--- src/rtl/kp_pkg.sv ---
package kp_pkg;

  localparam int KEY_W = 8;
  localparam int NIB_W = 4;
  localparam int FP_BIT = 3;
  localparam logic [NIB_W-1:0] OVR_KEY = 4'd9;

  typedef enum logic [1:0] {
    RSN_NONE    = 2'd0,
    RSN_KEY     = 2'd1,
    RSN_LOWADDR = 2'd2,
    RSN_PAGE    = 2'd3
  } reason_e;

  typedef struct packed {
    logic    prot;
    reason_e why;
  } verdict_t;

  // control nibble of a key byte
  function automatic logic [NIB_W-1:0] ctl_nib(input logic [KEY_W-1:0] k);
    return k[KEY_W-1 -: NIB_W];
  endfunction

  // access key equals storage control nibble
  function automatic logic nib_match(input logic [KEY_W-1:0] ak,
                                     input logic [KEY_W-1:0] sk);
    return ctl_nib(ak) == ctl_nib(sk);
  endfunction

  function automatic logic key9_ovr(input logic [KEY_W-1:0] sk, input logic en);
    return en && (ctl_nib(sk) == OVR_KEY);
  endfunction

  function automatic verdict_t allow();
    verdict_t v;
    v.prot = 1'b0;
    v.why  = RSN_NONE;
    return v;
  endfunction

  function automatic verdict_t block(input reason_e r);
    verdict_t v;
    v.prot = 1'b1;
    v.why  = r;
    return v;
  endfunction

endpackage

--- src/rtl/kp_fetch_eval.sv ---
module kp_fetch_eval
  import kp_pkg::*;
#(
  parameter int ADDR_W      = 64,
  parameter int FOVR_LIMIT  = 2048
) (
  input  logic [ADDR_W-1:0] addr_i,
  input  logic [KEY_W-1:0]  stor_key_i,
  input  logic [KEY_W-1:0]  acc_key_i,
  input  logic              fetch_ovr_i,
  input  logic              store_ovr_i,
  input  logic              private_i,
  output verdict_t          verdict_o
);
  logic key_ok;
  logic low_ovr;
  logic k9_ok;

  assign key_ok  = (ctl_nib(acc_key_i) == '0) || nib_match(acc_key_i, stor_key_i)
                   || !stor_key_i[FP_BIT];
  assign low_ovr = fetch_ovr_i && !private_i && (addr_i < ADDR_W'(FOVR_LIMIT));
  assign k9_ok   = key9_ovr(stor_key_i, store_ovr_i);

  always_comb begin
    if (key_ok || low_ovr || k9_ok) verdict_o = allow();
    else                            verdict_o = block(RSN_KEY);
  end
endmodule

--- config.mk ---
export PLATFORM = sky130hd
export DESIGN_NAME = kp_fetch_eval
export DESIGN_NICKNAME = d
export VERILOG_FILES = /design/src/rtl/kp_pkg.sv /design/src/rtl/kp_fetch_eval.sv
export SDC_FILE = /design/constraint.sdc
export NUM_CORES = 1
export LEC_CHECK = 0
export ABC_CLOCK_PERIOD_IN_PS = 800
export BUFFER_PORTS_ARGS = -buffer_cell sky130_fd_sc_hd__buf_2
export CORE_MARGIN = 2
export CORE_UTILIZATION = 15
export DETAILED_ROUTE_END_ITERATION = 7
export PLACE_DENSITY_LB_ADDON = 0.08
export SYNTH_ARGS = -nofsm -noshare
export SYNTH_HDL_FRONTEND = slang
export SYNTH_SLANG_ARGS = --single-unit
--- constraint.sdc ---
create_clock -name vclk -period 0.8
set_input_delay 0 -clock vclk [all_inputs]
set_output_delay 0 -clock vclk [all_outputs]
set_load 0.02 [all_outputs]
==> metrics <==
worst path bufs/invs=2; fillcell total=about 150; First DRT Iteration DRCs=0; min setup slack post-route=-0.301 ns; first drt pass iteration count=1; DRC=0; via-per-instance ratio=between 4 and 5; Switch Pwr=between 0.0001 and 0.00015 W; Final #Nets=roughly 180; count of final hold-check violations=0; Initial Util=between 10% and 20%; min Tclk post-route=1.10 ns; num ports=86; Layout clock buffers=0; Final Setup Violations=2; Final Power=around 0.00031 W; unrepaired setup endpoints after global routing=yes; Clock Power Share=0%; sequential share of the synthesized area=0%; vias in the first global route=around 560; first-pass GRT wire length=between 2000 and 2500 um; syn_area_per_cell=between 7 and 8 um^2; Pleak=roughly 0.35 nW; worst hold slack=just over 0.4 ns; GRT Residual Overflow=0; Mapped Area=~230 um^2; Worst path max stage delay=about 0.33 ns; status=finished, violations left; Gate power share=100.0%; core area=0.00147 mm^2; Worst path slowest cell=nor4_4; pre-CTS setup slack=-0.348 ns; DP HPWL=between 1000 and 1500 um; crit path DAT=1.10 ns; Cells after Synth=31; GPL Wtd Cong=0.738; seq_cells=0; crit-path cells=buf_6 -> nor4_4 -> nand4_1 -> nor4_4 -> a2111oi_4 -> buf_4; final slew viol count=0; crit start category=primary input; Crit path max-delay family=simple AND/OR/NAND/NOR gates; antenna violations before repair=0; row count=14; remaining antenna violation count=0; Synth cell types=11; critical path capture point type=primary output; sw frac=40.9%; Max Cap Viol=0; most frequent cell on the critical path=nor4_4; Tcrit/Tclk final=138%; Final Util=between 40% and 50%; Power Internal=~0.00018 W; register area=0 um^2; gr usage total=13.6%; failing checks=negative setup slack; routed len/inst=10.7 um; ant diodes=0; Required @ worst endpoint=~0.8 ns; Sum Neg Setup Slack=-0.603 ns; number of buffers added on ports=67; Seq pwr share=0%; die area=approximately 0.0019 mm^2; CP Class=in -> out; syn_nets=between 100 and 150; die width=between 40 and 50 um; worst min path class=in -> out; Peak supply drop=169 uV; Max Fclk=0.908 GHz; Area Overhead vs Synth=216%; largest net degree at the start of global routing=3; routed vias=between 500 and 600; Post-Route WL=roughly 1200 um; Post-CTS Setup Inserts=0; P per Cell Area=about 430 mW/mm^2; Worst Path Max Fanout=2; Syn. warnings=0; Die H=43.2 um; fraction of layout cells with a size suffix above 1=between 80 and 90%
[timing repair]
| action | 4_1_cts | 5_1_grt |
|---|---|---|
| gates resized for setup | 12 | 3 |
| hold buffers | 0 | 0 |
| pin swaps | 6 | 5 |
| endpoints found under the setup margin | 2 | 2 |
[power by group through the flow]
stage | Sequential (W) | Combinational, W | Clock, W
2_1_floorplan | 0 | 0.0000761 | 0
3_3_place_gp | 0 | 0.000264 | 0
3_5_place_dp | 0 | 0.000269 | 0
4_1_cts | 0 | 0.000304 | 0
5_1_grt | 0 | 0.000339 | 0
6_report | 0 | 0.000311 | 0
[cell usage after synthesis, drive strengths merged]
master   number  share of area, %
a2111oi       1               4.3
nor4         14                49
conb          1               1.6
buf           2               6.5
xor2          4                15
nor3          2               4.3
nand4         3               8.2
o41ai         1               3.8
nor4b         1               3.8
nand2         2               3.3
[final timing paths]
kind / from / depth (start not counted) / slack, ns / endpoint
hold / removal: stor_key_i[4] / 4 / 0.41 / verdict_o[0]
setup / recovery: addr_i[29] / 6 / -0.30 / verdict_o[2]
[final cells by class]
class	count	area [um^2]	share of cell area, %
tap	16	20.0	2.75
timing repair buffer	70	388	53.3
multi-input combinational	29	320	44.0
[through the flow]
| step | instance area [um^2] | std cells |
|---|---|---|
| 2_1_floorplan | 272 | 31 |
| 3_3_place_gp | 634 | 115 |
| 3_5_place_dp | 634 | 115 |
| 4_1_cts | 709 | 115 |
| 5_1_grt | 728 | 115 |
| 6_report | 728 | 115 |
[metal layers]
| layer | global-route usage [%] | vias to the layer above | part of all wire (%) |
|---|---|---|---|
| li1 | - | 271 | - |
| met1 | 14.9 | 225 | 32 |
| met2 | 29.3 | 27 | 59 |
| met3 | 0.426 | 0 | 8.5 |
| met4 | 0 | 0 | 0 |
| met5 | 0 | - | 0 |
[layout by cell type, fill, tap and decap left out, types with 2 or more instances in the layout]
cell / n
buf_2: 61
buf_4: 5
buf_6: 4
nand2_1: 2
nand4_1: 3
nor3_1: 2
nor4_1: 4
nor4_2: 5
nor4_4: 5
xor2_1: 4
[logic make-up (layout without fill, tap and decap cells)]
family	count (synthesis)	in the layout	synth area share, %
compound gates	2	2	8.15
xor+xnor	4	4	15.2
buf+inv	2	70	6.52
other cells	1	1	1.63
simple gates	22	22	68.5
Note: power is estimated with default switching activity, not from simulation.
